--- src/rtl/cfgbank_pkg.sv ---
package cfgbank_pkg;
    localparam int CB_DATA_W   = 14;
    localparam int CB_ADDR_W   = 4;
    localparam int CB_NUM_REGS = 13;

    typedef enum logic {
        FS_IDLE  = 1'b0,
        FS_FRAME = 1'b1
    } frame_state_t;

    function automatic logic [CB_DATA_W-1:0] reg_default(input int idx);
        logic [CB_DATA_W-1:0] v;
        unique case (idx)
            0:       v = 14'h1140;
            1:       v = 14'h00CA;
            2:       v = 14'h1007;
            3:       v = 14'h30A2;
            4:       v = 14'h1DDD;
            5:       v = 14'h1824;
            6:       v = 14'h1C00;
            7:       v = 14'h002A;
            8:       v = 14'h0025;
            9:       v = 14'h0200;
            10:      v = 14'h03C0;
            11:      v = 14'h007F;
            default: v = 14'h0000;
        endcase
        return v;
    endfunction
endpackage

--- src/rtl/cfgbank_sync.sv ---
module cfgbank_sync #(
    parameter int   STAGES    = 2,
    parameter logic RESET_VAL = 1'b0
) (
    input  logic clk,
    input  logic rst_n,
    input  logic d_i,
    output logic q_o
);
    logic [STAGES-1:0] chain_q;

    always_ff @(posedge clk or negedge rst_n) begin
        if (!rst_n) begin
            chain_q <= {STAGES{RESET_VAL}};
        end else begin
            chain_q <= {chain_q[STAGES-2:0], d_i};
        end
    end

    assign q_o = chain_q[STAGES-1];
endmodule

--- src/rtl/cfgbank_frame.sv ---
module cfgbank_frame
    import cfgbank_pkg::*;
#(
    parameter int DATA_W   = CB_DATA_W,
    parameter int ADDR_W   = CB_ADDR_W,
    parameter int NUM_REGS = CB_NUM_REGS
) (
    input  logic              clk,
    input  logic              rst_n,
    input  logic              sclk_s,
    input  logic              sdata_s,
    input  logic              csn_s,
    output logic              wr_en,
    output logic [ADDR_W-1:0] wr_addr,
    output logic [DATA_W-1:0] wr_data
);
    localparam int              WORD_W = DATA_W + ADDR_W;
    localparam logic [ADDR_W:0] NREG   = NUM_REGS[ADDR_W:0];

    frame_state_t      state_q, state_d;
    logic              sclk_d;
    logic [WORD_W-1:0] shift_q;
    logic              bit_take;
    logic              commit;
    logic              addr_ok;

    assign bit_take = sclk_s && !sclk_d && !csn_s;
    assign addr_ok  = {1'b0, shift_q[ADDR_W-1:0]} < NREG;

    always_comb begin
        state_d = state_q;
        commit  = 1'b0;
        unique case (state_q)
            FS_IDLE: begin
                if (!csn_s) state_d = FS_FRAME;
            end
            FS_FRAME: begin
                if (csn_s) begin
                    state_d = FS_IDLE;
                    commit  = 1'b1;
                end
            end
        endcase
    end

    always_ff @(posedge clk or negedge rst_n) begin
        if (!rst_n) begin
            state_q <= FS_IDLE;
        end else begin
            state_q <= state_d;
        end
    end

    always_ff @(posedge clk or negedge rst_n) begin
        if (!rst_n) begin
            sclk_d  <= 1'b0;
            shift_q <= '0;
        end else begin
            sclk_d <= sclk_s;
            if (bit_take) shift_q <= {shift_q[WORD_W-2:0], sdata_s};
        end
    end

    always_ff @(posedge clk or negedge rst_n) begin
        if (!rst_n) begin
            wr_en   <= 1'b0;
            wr_addr <= '0;
            wr_data <= '0;
        end else begin
            wr_en   <= commit && addr_ok;
            wr_addr <= shift_q[ADDR_W-1:0];
            wr_data <= shift_q[WORD_W-1:ADDR_W];
        end
    end

    a_r8_commit_one_cycle: assert property (@(posedge clk) disable iff (!rst_n)
        wr_en |=> !wr_en);

    a_r4_commit_ends_frame: assert property (@(posedge clk) disable iff (!rst_n)
        wr_en |-> ($past(state_q) == FS_FRAME && state_q == FS_IDLE));

    a_r7_addr_in_range: assert property (@(posedge clk) disable iff (!rst_n)
        wr_en |-> ({1'b0, wr_addr} < NREG));

    a_r3_shift_holds_when_deselected: assert property (@(posedge clk) disable iff (!rst_n)
        (csn_s && $past(csn_s)) |-> $stable(shift_q));
endmodule

--- src/rtl/cfg_shift_bank.sv ---
module cfg_shift_bank
    import cfgbank_pkg::*;
#(
    parameter int DATA_W      = CB_DATA_W,
    parameter int ADDR_W      = CB_ADDR_W,
    parameter int NUM_REGS    = CB_NUM_REGS,
    parameter int SYNC_STAGES = 2
) (
    input  logic                         clk,
    input  logic                         rst_n,
    input  logic                         sclk_i,
    input  logic                         sdata_i,
    input  logic                         csn_i,
    output logic [NUM_REGS*DATA_W-1:0]   regs_o,
    output logic                         upd_strobe_o,
    output logic [ADDR_W-1:0]            upd_addr_o
);
    logic              sclk_s, sdata_s, csn_s;
    logic              wr_en;
    logic [ADDR_W-1:0] wr_addr;
    logic [DATA_W-1:0] wr_data;
    logic [NUM_REGS*DATA_W-1:0] bank_q;

    cfgbank_sync #(.STAGES(SYNC_STAGES), .RESET_VAL(1'b0)) u_sync_sclk (
        .clk(clk), .rst_n(rst_n), .d_i(sclk_i), .q_o(sclk_s));
    cfgbank_sync #(.STAGES(SYNC_STAGES), .RESET_VAL(1'b0)) u_sync_sdata (
        .clk(clk), .rst_n(rst_n), .d_i(sdata_i), .q_o(sdata_s));
    cfgbank_sync #(.STAGES(SYNC_STAGES), .RESET_VAL(1'b1)) u_sync_csn (
        .clk(clk), .rst_n(rst_n), .d_i(csn_i), .q_o(csn_s));

    cfgbank_frame #(.DATA_W(DATA_W), .ADDR_W(ADDR_W), .NUM_REGS(NUM_REGS)) u_frame (
        .clk(clk), .rst_n(rst_n),
        .sclk_s(sclk_s), .sdata_s(sdata_s), .csn_s(csn_s),
        .wr_en(wr_en), .wr_addr(wr_addr), .wr_data(wr_data));

    for (genvar i = 0; i < NUM_REGS; i++) begin : g_reg
        always_ff @(posedge clk or negedge rst_n) begin
            if (!rst_n) begin
                bank_q[i*DATA_W +: DATA_W] <= reg_default(i);
            end else if (wr_en && wr_addr == ADDR_W'(i)) begin
                bank_q[i*DATA_W +: DATA_W] <= wr_data;
            end
        end
    end

    always_ff @(posedge clk or negedge rst_n) begin
        if (!rst_n) begin
            upd_strobe_o <= 1'b0;
            upd_addr_o   <= '0;
        end else begin
            upd_strobe_o <= wr_en;
            if (wr_en) upd_addr_o <= wr_addr;
        end
    end

    assign regs_o = bank_q;

    a_r4_bank_quiet_without_strobe: assert property (@(posedge clk) disable iff (!rst_n)
        !upd_strobe_o |-> $stable(bank_q));

    a_r8_strobe_one_cycle: assert property (@(posedge clk) disable iff (!rst_n)
        upd_strobe_o |=> !upd_strobe_o);
endmodule

--- config.mk ---
export PLATFORM = sky130hd
export DESIGN_NAME = cfg_shift_bank
export DESIGN_NICKNAME = d
export VERILOG_FILES = /design/src/rtl/cfgbank_pkg.sv /design/src/rtl/cfgbank_sync.sv /design/src/rtl/cfgbank_frame.sv /design/src/rtl/cfg_shift_bank.sv
export SDC_FILE = /design/constraint.sdc
export NUM_CORES = 1
export LEC_CHECK = 0
export BUFFER_PORTS_ARGS = -buffer_cell sky130_fd_sc_hd__buf_2
export CELL_PAD_IN_SITES_DETAIL_PLACEMENT = 1
export CELL_PAD_IN_SITES_GLOBAL_PLACEMENT = 2
export CORE_AREA = 2 2 148 150
export CTS_CLUSTER_SIZE = 20
export DETAILED_ROUTE_END_ITERATION = 6
export DIE_AREA = 0 0 150 152
export PLACE_DENSITY = 0.82
export SETUP_SLACK_MARGIN = 0.3
export SLEW_MARGIN = 20
export SYNTH_ARGS = -nofsm -noshare
export SYNTH_HDL_FRONTEND = slang
export SYNTH_SLANG_ARGS = --single-unit
--- constraint.sdc ---
create_clock -name clk -period 4.49 [get_ports clk]
set_input_delay 0.2245 -clock clk [delete_from_list [all_inputs] [get_ports clk]]
set_output_delay 0.2245 -clock clk [all_outputs]
set_load 0.01 [all_outputs]
---- Yosys cells after proc, flatten, opt, wreduce, memory -nomap -nowiden ----
Index checks and enable logic that the tools add are counted.
cells by class
  magnitude comparators ................... 1
  equal/unequal tests ..................... 12
  reduce and logical (&&, ||, !) cells .... 19
  muxes and demuxes ....................... 3
operators by type and width
  kind                                                                   number
  4-bit equality test, second input constant                             5
  4-bit by 3-bit equality test with 1-bit output, second input constant  4
  1-bit logical AND                                                      16
  4-bit by 2-bit equality test with 1-bit output, second input constant  2
  4-bit by 1-bit equality test with 1-bit output, second input constant  1
  4-bit zero test                                                        1
  4-bit < comparator, second input constant                              1
  1-bit two-way mux                                                      3
  1-bit zero test                                                        2
word-level totals
  output and inout bits ................... 187
  word-level logic and storage cells ...... 59
  input bits .............................. 5
  register bits ........................... 232

---- Depth between registers and ports, before layout ----
  word-level depth ........................ 3
  gate-level depth with buffers ........... 6
  mapped depth without buffers ............ 3

---- Cells and area by module ----
Synthesis repeated with hierarchy kept, for this count alone.
unflattened totals
  cells, all modules ...................... 495
  area total of the unflattened synthesis .. 8558.2 sq um
modules (own cells, without submodules)
  module                           cells an instance  instances  area each (sq um)  sequential area each (sq um)
  cfg_shift_bank                   426                1          7126.8             4743.3
  cfgbank_frame                    63                 1          1278.7             975.9
  cfgbank_sync at u_sync_sclk ...  2                  2          50.0               50.0
  cfgbank_sync at u_sync_csn       2                  1          52.6               52.6

---- Least setup slack after synthesis ----
No wires, ideal clock.
  path type ............................... register to register
  start point ............................. register u_frame.wr_addr[3]
  end point ............................... register bank_q[31] (netlist: regs_o[31])
  path buffers ............................ 2
  arrival time ............................ 1515 ps
  required time ........................... 4365 ps
  stages on the path, launching flop included .. 5
  library setup time ...................... 125 ps
  setup slack ............................. 2851 ps
  period minus slack after synthesis ...... 1639 ps
  cell sequence ........................... dfrtp_1 -> buf_2 -> nor4_2 -> buf_4 -> mux2_2
between the ends
  cells in the longest elaborated chain, start to end .. 2
RTL lines
  what                                            RTL line              RTL
  start: declaration                              cfgbank_frame.sv:14   output logic [ADDR_W-1:0] wr_addr,
  start signal: assignment                        cfgbank_frame.sv:71   wr_addr <= shift_q[ADDR_W-1:0];
  4-bit by 2-bit equality test with 1-bit output  cfg_shift_bank.sv:40  end else if (wr_en && wr_addr == ADDR_W'(i)) begin
  1-bit logical AND                               cfg_shift_bank.sv:40
  end signal: indexed assignment                  cfg_shift_bank.sv:39  bank_q[i*DATA_W +: DATA_W] <= reg_default(i);
  end signal: indexed assignment                  cfg_shift_bank.sv:41  bank_q[i*DATA_W +: DATA_W] <= wr_data;
  end: declaration                                cfg_shift_bank.sv:22  logic [NUM_REGS*DATA_W-1:0] bank_q;
Every way passes these cells.
A chain may end at the register's enable or synchronous reset.

---- Worst setup path after layout ----
  start point ............................. register u_frame.wr_en
  end point ............................... register bank_q[87] (netlist: regs_o[87])
between the ends
  cells in the longest elaborated chain, start to end .. 1
RTL lines
  what                      RTL line              RTL
  start: declaration        cfgbank_frame.sv:13   output logic wr_en,
  start signal: assignment  cfgbank_frame.sv:70   wr_en <= commit && addr_ok;
  1-bit logical AND         cfg_shift_bank.sv:40
Every way passes these cells.

==> impl_metrics.csv <==
group,metric,value,unit
layout,utilization,49.4,%
power,irDropWorstVdd,258,uV
layout,diodes,0,
power,p_switching,1.30,mW
cts,numCtsBuffers,25,
min_path,min_path_type,"in2async",
sta,setup_viol,0,
logic_synthesis,synth_cell_types,23,
logic_synthesis,syn_avg_cell_area,17.2,sq um
floorplanning,start_util,39.9,%
power,clkPwrFrac,37.1,%
power,cellPowerDensity,472,mW/mm^2
sta,fin_skew,0.00668,ns
routing,via_per_inst,4.89,
sta,rsz0062_at_grt,"no",
worst_setup_path,worst_ep_required_time,4.87,ns
worst_setup_path,critPathMaxFanout,14,
sta,tightest_slew,1.08,ns
layout,regArea,0.00587,sq mm
worst_setup_path,crit_type,"reg2reg",
cts,clk_pin_slew,0.06,ns
cts,cts_setup_buffers,0,
power,p_sw_share,26.1,%
routing,post_drt_wl_per_cell,21.1,um
cts,cts_root_buffer,"clkbuf_16",
floorplanning,dieArea,0.0228,sq mm
status,status,"finished clean",
worst_setup_path,cp_slowest_stage_delay,0.91,ns
layout,mostFrequentLayoutCells,"mux2_2 (193), buf_2 (190), dfrtp_1 (179)",
layout,final_nets,698,
cts,cts.htree.levels,1,
layout,syn_to_final_growth,23.8,%
power,seqPwrFrac,51.7,%
sta,relSlewSlack,27.8,%
routing,via_count,4837,
global_routing,grt_overflow_total,0,
worst_setup_path,slowest_stage,"nor3_2",
logic_synthesis,syn_area,0.00852,sq mm
routing,dr.pass1.iters,4,
logic_synthesis,synth_warnings,0,
logic_synthesis,synthCells,496,
logic_synthesis,synth_nets,501,
global_routing,grtUsageTotal,18.6,%
layout,final_common_cell,"mux2_2",
layout,multi_input_area,0.00249,sq mm
layout,fillers,2115,
layout,drive_gt1_share,68.9,%
global_routing,antenna_found_initial,0,
sta,hold_viol,0,
global_routing,grt_pass1_vias,5463,
placement,port_buffers,191,
power,p_leak,5.65,nW
cts,cts_num_sinks,232,
floorplanning,die_h,152,um
sta,finalCriticalPeriod,2.23,ns
sta,fin_crit_sh,49.6,%
global_routing,grt_pass1_wl,32800,um
floorplanning,rows,54,
routing,wl,20900,um
worst_setup_path,startpoint_type,"flop",
global_routing,grt_max_degree,140,
placement,gp_congestion,0.743,
floorplanning,coreArea,0.0214,sq mm
floorplanning,num_io_pins,192,
placement,dp_hpwl,14200,um
routing,drtIter0Drc,155,
worst_setup_path,critical_path_arrival,2.61,ns
cts,insertion_delay,0.51,ns
sta,finalSetupTns,0,ns
logic_synthesis,ys_seq_area_share,68.9,%
power,pwr-share-comb,11.2,%
sta,fmax,0.449,GHz
flow_run,max-cap-violations,0,
sta,final_max_slew_viol_count,0,
worst_setup_path,cp-end-kind,"flop",
logic_synthesis,synth_seq_cells,232,
floorplanning,die_w,150,um
cts,clk_path_buf_depth,3,
routing,drc,0,
cts,cts_tree,"built",
worst_setup_path,path_cells,"nand2_1 > nor3_2 > mux2_2",
routing,ant_nets,0,
power,intPower,3.68,mW
-- cell usage after synthesis, drive strengths merged --
cell / number / area (sq um)
mux2: 203 / 2320
or3: 1 / 6.26
buf: 18 / 104
o211ai: 1 / 7.51
nor4: 1 / 12.5
and3: 2 / 12.5
nor2b: 1 / 6.26
nand2b: 2 / 12.5
dfrtp: 179 / 4480
nand3b: 2 / 15.0
nand3: 2 / 10.0
o21ai: 1 / 5.00
clkbuf: 15 / 56.3
inv: 3 / 11.3
nor2: 5 / 18.8
nand4: 1 / 6.26
nand2: 2 / 7.51
nor3b: 2 / 15.0
dfstp: 53 / 1390
nor3: 2 / 20.0
-- layer usage --
metal	track usage [%]	vias up	routed length [um]
met4	5.93	0	565
met2	33.1	130	11000
li1	-	2111	-
met3	3.18	37	977
met1	22.9	2559	8390
met5	0	-	0
-- critical path: cells and delay by family, from the launching register on --
family,cells,cell delay (ns)
multiplexers,1,0.42
AND/OR/NAND/NOR,2,1.16
flip-flops,1,0.53
-- timing repair --
action	in CTS	in global routing
endpoints found under the hold margin	95	0
hold buffers	4	0
resized for setup	0	0
endpoints found under the setup margin	0	0
-- cells by family (layout without fill, tap and decap cells) --
kind of cell           count (synthesis)  in the layout  share of synthesized area (%)
and+or+nand+nor                       23             23                           1.67
buffers and inverters                 36            250                           2.01
DFF                                  232            232                           68.9
muxes                                203            203                           27.3
AOI/OAI and AO/OA                      2              2                          0.147
-- registers in the layout, summed over array words and instances (netlist names) --
name and cells:
upd_strobe_o 1, u_frame.shift_q 18, u_frame.wr_en 1, upd_addr_o 4, u_sync_csn.chain_q 2, u_frame.wr_addr 4, u_frame.wr_data 14, u_sync_sdata.chain_q 2
u_frame.sclk_d 1, u_sync_sclk.chain_q 2, regs_o 182, u_frame.state_q 1
-- power groups by stage --
stage / clock, mW / combinational (mW) / sequential [mW]
detailed placement: 0 / 0.563 / 2.61
finish: 1.85 / 0.556 / 2.58
global placement: 0 / 0.540 / 2.59
global route: 2.00 / 0.601 / 2.61
CTS: 1.90 / 0.569 / 2.58
floorplan: 0 / 0.297 / 2.54
-- final cells by class --
type / instances / area share [%]
sequential: 232 / 55.6
clock inverter: 2 / 0.0948
inverter: 3 / 0.107
timing repair buffer: 203 / 10.4
tap: 280 / 3.32
clock buffer: 42 / 6.82
multi-input combinational: 228 / 23.6
-- worst paths after layout --
| check | from | endpoint | cells past startpoint | slack [ns] |
|---|---|---|---|---|
| worst max-delay path | u_frame.wr_en | regs_o[87] | 3 | 2.26 |
| worst min-delay path | rst_n | u_frame.sclk_d | 2 | 0.18 |
| worst min register to register | u_sync_sclk.chain_q[0] | u_sync_sclk.chain_q[1] | 0 | 0.35 |
| max in group asynchronous | rst_n | regs_o[8] | 3 | 3.50 |
| worst max register to register | u_frame.wr_en | regs_o[87] | 3 | 2.26 |
| min in group clk | u_sync_sclk.chain_q[0] | u_sync_sclk.chain_q[1] | 0 | 0.35 |
-- through the flow --
stage	power, mW	cell area [sq um]	setup WS (ns)	hold slack, ns	cells
2_1_floorplan	2.83	8520	2.85	-0.0711	496
3_3_place_gp	3.13	9760	2.43	0.338	941
3_5_place_dp	3.17	9760	2.29	0.336	941
4_1_cts	5.05	10500	2.25	0.349	989
5_1_grt	5.21	10600	2.14	0.204	990
6_report	4.98	10600	2.26	0.184	990
(Power assumes the default switching activity.)
